$ cat config.mk
export PLATFORM = sky130hd
export DESIGN_NAME = vclic
export DESIGN_NICKNAME = d
export VERILOG_FILES = /design/src/rtl/vclic_pkg.sv /design/src/rtl/vclic_sync_edge.sv /design/src/rtl/vclic_arbiter.sv /design/src/rtl/vclic_addr_gen.sv /design/src/rtl/vclic.sv
export SDC_FILE = /design/constraint.sdc
export NUM_CORES = 2
export LEC_CHECK = 0
export BUFFER_PORTS_ARGS = -buffer_cell sky130_fd_sc_hd__buf_4
export CORE_ASPECT_RATIO = 0.75
export CORE_MARGIN = 3
export CORE_UTILIZATION = 45
export CTS_CLUSTER_SIZE = 28
export DETAILED_ROUTE_END_ITERATION = 6
export SKIP_CTS_REPAIR_TIMING = 1
export SKIP_LAST_GASP = 1
export SYNTH_ARGS = -nofsm -noshare
export SYNTH_HDL_FRONTEND = slang
export SYNTH_HIERARCHICAL = 1
export SYNTH_SLANG_ARGS = --single-unit
$ cat constraint.sdc
create_clock -name clk -period 250.8 [get_ports clk]
set_clock_uncertainty 0.15 [all_clocks]
set_input_delay 25.08 -clock clk [delete_from_list [all_inputs] [get_ports clk]]
set_output_delay 25.08 -clock clk [all_outputs]
set_load 0.03 [all_outputs]
$ cat src/rtl/vclic_pkg.sv
package vclic_pkg;

  localparam int unsigned ID_W  = 12;
  localparam int unsigned CTL_W = 8;

  typedef enum logic [1:0] {
    FLD_PEND = 2'd0,
    FLD_EN   = 2'd1,
    FLD_ATTR = 2'd2,
    FLD_CTL  = 2'd3
  } reg_fld_e;

  // Table alignment exponent: at least 64 bytes, covering 4 bytes per source.
  function automatic int unsigned table_align_log2(input int unsigned nsrc);
    int unsigned b;
    b = $clog2(nsrc * 4);
    return (b < 6) ? 6 : b;
  endfunction

  // Attribute bit 2 set means edge detection; bit 1 then picks the falling edge.
  function automatic logic attr_is_edge(input logic [2:0] attr);
    return attr[2];
  endfunction

  function automatic logic [31:0] make_cause(input logic [ID_W-1:0] id);
    return {1'b1, 19'd0, id};
  endfunction

  function automatic logic [31:0] vector_slot(input logic [31:0] base,
                                              input logic [ID_W-1:0] id,
                                              input int unsigned align_log2);
    logic [31:0] mask;
    mask = (32'd1 << align_log2) - 32'd1;
    return (base & ~mask) | ({20'd0, id} << 2);
  endfunction

  function automatic logic [31:0] common_entry(input logic [31:0] entry);
    return {entry[31:6], 6'd0};
  endfunction

endpackage

$ cat src/rtl/vclic_sync_edge.sv
module vclic_sync_edge #(
  parameter int unsigned NUM_SRC = 86
) (
  input  logic               clk,
  input  logic               rst_n,
  input  logic [NUM_SRC-1:0] irq_i,
  output logic [NUM_SRC-1:0] lvl_o,
  output logic [NUM_SRC-1:0] rise_o,
  output logic [NUM_SRC-1:0] fall_o
);

  logic [NUM_SRC-1:0] meta_q;
  logic [NUM_SRC-1:0] sync_q;
  logic [NUM_SRC-1:0] prev_q;

  always_ff @(posedge clk or negedge rst_n) begin
    if (!rst_n) begin
      meta_q <= '0;
      sync_q <= '0;
      prev_q <= '0;
    end else begin
      meta_q <= irq_i;
      sync_q <= meta_q;
      prev_q <= sync_q;
    end
  end

  assign lvl_o  = sync_q;
  assign rise_o = sync_q & ~prev_q;
  assign fall_o = ~sync_q & prev_q;

endmodule

$ cat src/rtl/vclic_arbiter.sv
module vclic_arbiter
  import vclic_pkg::*;
#(
  parameter int unsigned NUM_SRC = 86
) (
  input  logic [NUM_SRC-1:0]            req_i,
  input  logic [NUM_SRC-1:0][CTL_W-1:0] ctl_i,
  output logic [NUM_SRC-1:0]            grant_o,
  output logic                          any_o,
  output logic [ID_W-1:0]               id_o
);

  logic [CTL_W-1:0] best_c;
  logic             found_c;
  logic [ID_W-1:0]  win_c;

  // Ascending scan with >= so a later (higher) ID takes an equal control value.
  always_comb begin
    best_c  = '0;
    found_c = 1'b0;
    win_c   = '0;
    grant_o = '0;
    for (int i = 0; i < NUM_SRC; i++) begin
      if (req_i[i] && (!found_c || ctl_i[i] >= best_c)) begin
        found_c    = 1'b1;
        best_c     = ctl_i[i];
        win_c      = ID_W'(i);
        grant_o    = '0;
        grant_o[i] = 1'b1;
      end
    end
  end

  assign any_o = found_c;
  assign id_o  = win_c;

endmodule

$ cat src/rtl/vclic_addr_gen.sv
module vclic_addr_gen
  import vclic_pkg::*;
#(
  parameter int unsigned ALIGN_LOG2 = 9
) (
  input  logic            vec_i,
  input  logic [ID_W-1:0] id_i,
  input  logic [31:0]     tbl_base_i,
  input  logic [31:0]     trap_entry_i,
  output logic [31:0]     handler_o,
  output logic [31:0]     cause_o
);

  assign handler_o = vec_i ? vector_slot(tbl_base_i, id_i, ALIGN_LOG2)
                           : common_entry(trap_entry_i);
  assign cause_o   = make_cause(id_i);

endmodule

$ cat src/rtl/vclic.sv
module vclic
  import vclic_pkg::*;
#(
  parameter int unsigned NUM_SRC = 86,
  localparam int unsigned ADDR_W = $clog2(NUM_SRC * 4)
) (
  input  logic               clk,
  input  logic               rst_n,
  input  logic [NUM_SRC-1:0] irq_i,
  input  logic               mie_i,
  input  logic               reg_wr_i,
  input  logic [ADDR_W-1:0]  reg_addr_i,
  input  logic [7:0]         reg_wdata_i,
  output logic [7:0]         reg_rdata_o,
  input  logic               ack_i,
  input  logic [ID_W-1:0]    ack_id_i,
  input  logic [31:0]        tbl_base_i,
  input  logic [31:0]        trap_entry_i,
  output logic               irq_req_o,
  output logic [ID_W-1:0]    irq_id_o,
  output logic               irq_vec_o,
  output logic [31:0]        cause_o,
  output logic [31:0]        handler_addr_o
);

  localparam int unsigned SIDX_W     = ADDR_W - 2;
  localparam int unsigned ALIGN_LOG2 = table_align_log2(NUM_SRC);

  // Named internal events, also used by the bound checker.
  logic [NUM_SRC-1:0]            lvl_w, rise_w, fall_w;
  logic [NUM_SRC-1:0]            pend_v, en_v, vec_v, req_v, grant_w;
  logic [NUM_SRC-1:0][2:0]       attr_v;
  logic [NUM_SRC-1:0][CTL_W-1:0] ctl_v;
  logic [NUM_SRC-1:0]            wr_sel;
  logic                          any_w, win_vec;
  logic [ID_W-1:0]               win_id;

  logic [SIDX_W-1:0] sidx;
  logic [1:0]        fld;
  logic              in_range;

  assign sidx     = reg_addr_i[ADDR_W-1:2];
  assign fld      = reg_addr_i[1:0];
  assign in_range = (32'(sidx) < NUM_SRC);

  always_comb begin
    wr_sel = '0;
    if (reg_wr_i && in_range) wr_sel[sidx] = 1'b1;
  end

  vclic_sync_edge #(.NUM_SRC(NUM_SRC)) u_sync (
    .clk    (clk),
    .rst_n  (rst_n),
    .irq_i  (irq_i),
    .lvl_o  (lvl_w),
    .rise_o (rise_w),
    .fall_o (fall_w)
  );

  for (genvar g = 0; g < NUM_SRC; g++) begin : g_src
    logic             pend_r, en_r;
    logic [2:0]       attr_r;
    logic [CTL_W-1:0] ctl_r;
    logic             edge_mode, edge_hit, ack_hit;

    assign edge_mode = attr_is_edge(attr_r);
    assign edge_hit  = attr_r[1] ? fall_w[g] : rise_w[g];
    assign ack_hit   = ack_i && (ack_id_i == ID_W'(g));

    always_ff @(posedge clk or negedge rst_n) begin
      if (!rst_n) begin
        pend_r <= 1'b0;
        en_r   <= 1'b0;
        attr_r <= '0;
        ctl_r  <= '0;
      end else begin
        if (wr_sel[g] && fld == FLD_EN)   en_r   <= reg_wdata_i[0];
        if (wr_sel[g] && fld == FLD_ATTR) attr_r <= reg_wdata_i[2:0];
        if (wr_sel[g] && fld == FLD_CTL)  ctl_r  <= reg_wdata_i;
        // Software write outranks a new edge, which outranks an acknowledge.
        if (!edge_mode)                        pend_r <= lvl_w[g];
        else if (wr_sel[g] && fld == FLD_PEND) pend_r <= reg_wdata_i[0];
        else if (edge_hit)                     pend_r <= 1'b1;
        else if (ack_hit)                      pend_r <= 1'b0;
      end
    end

    assign pend_v[g] = pend_r;
    assign en_v[g]   = en_r;
    assign attr_v[g] = attr_r;
    assign ctl_v[g]  = ctl_r;
    assign vec_v[g]  = attr_r[0];
  end

  always_comb begin
    reg_rdata_o = '0;
    if (in_range) begin
      case (fld)
        FLD_PEND: reg_rdata_o = {7'd0, pend_v[sidx]};
        FLD_EN:   reg_rdata_o = {7'd0, en_v[sidx]};
        FLD_ATTR: reg_rdata_o = {5'd0, attr_v[sidx]};
        default:  reg_rdata_o = ctl_v[sidx];
      endcase
    end
  end

  assign req_v = pend_v & en_v;

  vclic_arbiter #(.NUM_SRC(NUM_SRC)) u_arb (
    .req_i   (req_v),
    .ctl_i   (ctl_v),
    .grant_o (grant_w),
    .any_o   (any_w),
    .id_o    (win_id)
  );

  assign win_vec = |(grant_w & vec_v);

  vclic_addr_gen #(.ALIGN_LOG2(ALIGN_LOG2)) u_addr (
    .vec_i        (win_vec),
    .id_i         (win_id),
    .tbl_base_i   (tbl_base_i),
    .trap_entry_i (trap_entry_i),
    .handler_o    (handler_addr_o),
    .cause_o      (cause_o)
  );

  assign irq_req_o = any_w && mie_i;
  assign irq_id_o  = win_id;
  assign irq_vec_o = win_vec;

endmodule

==> metrics.md <==
| Metric | Value |
|---|---|
| GPL Wtd Cong | `1.05` |
| Chip Width | `537 um` |
| Placement Cell Area | `0.100 sq mm` |
| Vias | `89782` |
| PortBufs | `222` |
| R2R Setup Slk | `248.85 ns` |
| Seq/Total Area, Yosys | `36.2%` |
| Post-Synth Adder-Cell Area | `8.05%` |
| Met3 Usage GRT | `18.1%` |
| Synthesized area | `0.0952 sq mm` |
| Setup slack after layout | `8.51 ns` |
| Largest stage delay, worst path | `1.02 ns` |
| Pin count of the biggest net entering global routing | `180` |
| CTS buffer count | `163` |
| Final Hold Viols | `0` |
| Reg clk slew, reported paths | `0.06 ns` |
| Largest cells by area after synthesis | `dfrtp_1, mux2_2, ha_1, a21oi_1, nand2_1` |
| CTS root buf | `clkbuf_16` |
| Clock Latency Late Sink | `0.88 ns` |
| Period minus WS final | `242.29 ns` |
| Syn. warnings | `6` |
| Mapped Cells | `9845` |
| Detailed-route wire length per cell | `36.7 um` |
| Distinct cells, synth | `121` |
| Routed wire length | `472000 um` |
| Yosys top cell by area | `dfrtp_1` |
| Post-synth top flop | `dfrtp_1` |
| Final setup TNS | `0 ns` |
| Post-synthesis register bit count | `1376` |
| Area Growth Syn to Fin | `11.0%` |
| Final setup vio count | `0` |
| GR Util met2 | `54.1%` |
| Xor/xnor share of the synthesized area | `0%` |
| Status | `finished, violations left` |
| GR peak layer | `met1` |
| Number of synthesized flops with an enable pin | `0` |
| Synth top area share | `36.2%` |
| GR Overflow Total | `0` |
| Failing checks | `max-capacitance violations, max-slew violations` |
| Synth Area in Compound Gates | `20.1%` |
| RSZ-0062 raised after global routing | `no` |
| GRT met1 Usage | `60.5%` |
| Worst Path Buf+Inv | `68` |
| CTS tree | `built` |
| FMAX | `4.13 MHz` |
| Slowest CP cell | `nor4_1` |
| VDD IR max | `0.00829 mV` |
| First drt pass iteration count | `6` |
| Worst Hold Class | `register to register` |
| WS Path Type | `register to output port` |
| Max-slew violations | `5` |
| Residual DRC | `0` |
| Largest family of logic cells by synthesized area | `compound AO/OA/AOI/OAI gates` |
| Critical Path Sink Type | `output port` |
| Ports | `270` |
| Pre-CTS setup slack | `18.87 ns` |
| Pwr Density | `6.60 mW/mm^2` |
| Req. time, crit path | `225.57 ns` |
| CP dominant cell by count | `a21oi_1` |
| Slew @ Worst Pin | `1.54 ns` |
| H-tree levels | `4` |
| Die span in y | `404 um` |
| CP max FO | `36` |
| GRT Total Usage | `42.1%` |
| Mux contribution to synthesized area | `16.5%` |
| Syn Area/Cell | `9.67 sq um` |
| Core area | `0.209 sq mm` |
| Initial antenna violation count | `53` |
| CP delay by family, top | `compound AO/OA/AOI/OAI gates` |
| Clock sinks | `1376` |
| Fillers | `19231` |
| Startpoint Class | `register` |
| Fraction of layout cells with a size suffix above 1 | `22.7%` |
| Final worst-path cycle share | `96.6%` |
| Avg Vias per Cell | `6.97` |
| Post-route antenna net violation count | `0` |
| CTS Buffer Depth | `4` |
| DRT iter0 DRCs | `13529` |
| Crit path DAT | `217.06 ns` |
| FP Rows | `145` |
| Nets | `10712` |
| Detailed placement HPWL | `348000 um` |
| Async SR Flop Fraction | `100%` |
| First-pass GRT wire length | `652000 um` |
| Vias in the first global route | `82565` |
| Leakage Power | `49.1 nW` |
| Die area | `0.217 sq mm` |
| Final Cell Area | `0.106 sq mm` |
| Slew HR | `-3.62%` |
| Initial Utilization | `45.5%` |
| Simple-Gate Fraction of Synth Area | `15.1%` |
| Max-capacitance violation count | `3` |
[cells in the final DEF (no fill, tap or decap), types with 47 or more instances in the layout]
cell type  synthesis  layout
dfrtp_1         1376    1376
mux2_2          1183    1183
nand2_1          791     791
ha_1             602     602
a21oi_1          594     590
nor2_1           596     587
o21ai_0          431     429
buf_4             56     409
inv_1            385     385
a22oi_1          336     336
a21o_1           212     212
mux2i_1          181     181
and2_1           177     177
and2b_2          172     172
clkbuf_16          0     164
nand2b_1         145     145
a221oi_1         143     143
nor3_1           141     136
nand3_1          136     135
nor2b_1          105     101
o21a_1            99      99
a31oi_1          101      95
o211ai_1          93      93
o22ai_1           88      87
nor4_1            84      78
nand4_1           75      75
a211oi_1          74      71
a22o_1            58      58
or2_2             56      56
and3_1            55      54
a21boi_0          48      48
o31ai_1           50      47
[where the power goes]
part	switching (mW)	total (mW)	internal, mW
logic	0.135	0.206	0.0707
registers	0.00909	0.237	0.228
clock network	0.105	0.254	0.149
total	0.249	0.696	0.448
[sequential cells by signal (all words and copies together), names as in the netlist]
signal         cells
g_src.en_r        86
g_src.attr_r     258
u_sync/prev_q     86
u_sync/lvl_o      86
g_src.pend_r      86
g_src.ctl_r      688
u_sync/meta_q     86
[cell families (layout without fill, tap and decap cells)]
group / count (synthesis) / after routing
adder cells (fa/ha/maj): 615 / 615
flip-flops: 1376 / 1376
other: 3 / 70
buffers and inverters: 919 / 1092
AND/OR/NAND/NOR: 2755 / 2755
AO/OA/AOI/OAI: 2782 / 2782
multiplexers: 1395 / 1395
[layout make-up]
| class | count | area, sq um | area share, % |
|---|---|---|---|
| tap | 2793 | 3490 | 3.31 |
| antenna | 43 | 108 | 0.102 |
| inverter | 386 | 1450 | 1.37 |
| timing repair buffer | 425 | 3340 | 3.16 |
| multi-input combinational | 7574 | 57300 | 54.2 |
| clock buffer | 217 | 4570 | 4.33 |
| clock inverter | 64 | 928 | 0.879 |
| sequential | 1376 | 34400 | 32.6 |
[worst register-to-register path: cells and delay by family (launching register included)]
family | cells | cell delay, ns
multiplexers | 2 | 0.44
AND/OR/NAND/NOR | 2 | 0.35
AO/OA/AOI/OAI | 2 | 0.17
flip-flops | 1 | 0.70
[metal layers]
layer / wire [um] / vias to the layer above
met5: 116 / -
met1: 198000 / 44963
met4: 23300 / 18
met3: 72500 / 1145
li1: - / 36971
met2: 178000 / 6685
[synthesized netlist by cell type (all sizes together) (172+ instances only)]
| cell type | instances |
|---|---|
| inv | 386 |
| nand2 | 799 |
| and2 | 179 |
| o21ai | 443 |
| a21oi | 595 |
| clkbuf | 317 |
| mux2i | 181 |
| buf | 216 |
| a22oi | 336 |
| and2b | 172 |
| nor2 | 601 |
| ha | 602 |
| a21o | 212 |
| dfrtp | 1376 |
| mux2 | 1205 |
[worst paths after layout]
| path | end | from | cells after the start |
|---|---|---|---|
| worst min-delay path | u_sync/lvl_o[52]$_DFF_PN0_ | u_sync/meta_q[52]$_DFF_PN0_ | 0 |
| worst min register to register | u_sync/lvl_o[52]$_DFF_PN0_ | u_sync/meta_q[52]$_DFF_PN0_ | 0 |
| max in group asynchronous | u_sync/prev_q[80]$_DFF_PN0_ | rst_n | 6 |
| worst max register to register | g_src[8].pend_r$_DFFE_PN0P_ | u_sync/lvl_o[8]$_DFF_PN0_ | 6 |
| min in group asynchronous | g_src[4].ctl_r[4]$_DFFE_PN0P_ | rst_n | 1 |
| worst max-delay path | handler_addr_o[7] | g_src[0].pend_r$_DFFE_PN0P_ | 1011 |
[stage by stage]
stage / util (%) / hold slack (ns) / instances / power [mW]
finish: 50.5 / 0.157 / 12878 / 0.696
global route: 50.4 / 0.179 / 12842 / 0.721
CTS: 50.4 / 0.178 / 12835 / 0.688
detailed placement: 47.8 / 0.185 / 12554 / 0.435
global placement: 47.8 / 0.183 / 12554 / 0.432
floorplan: - / 0.181 / 9869 / 0.361
No activity file was read; power rests on OpenSTA's default activity.
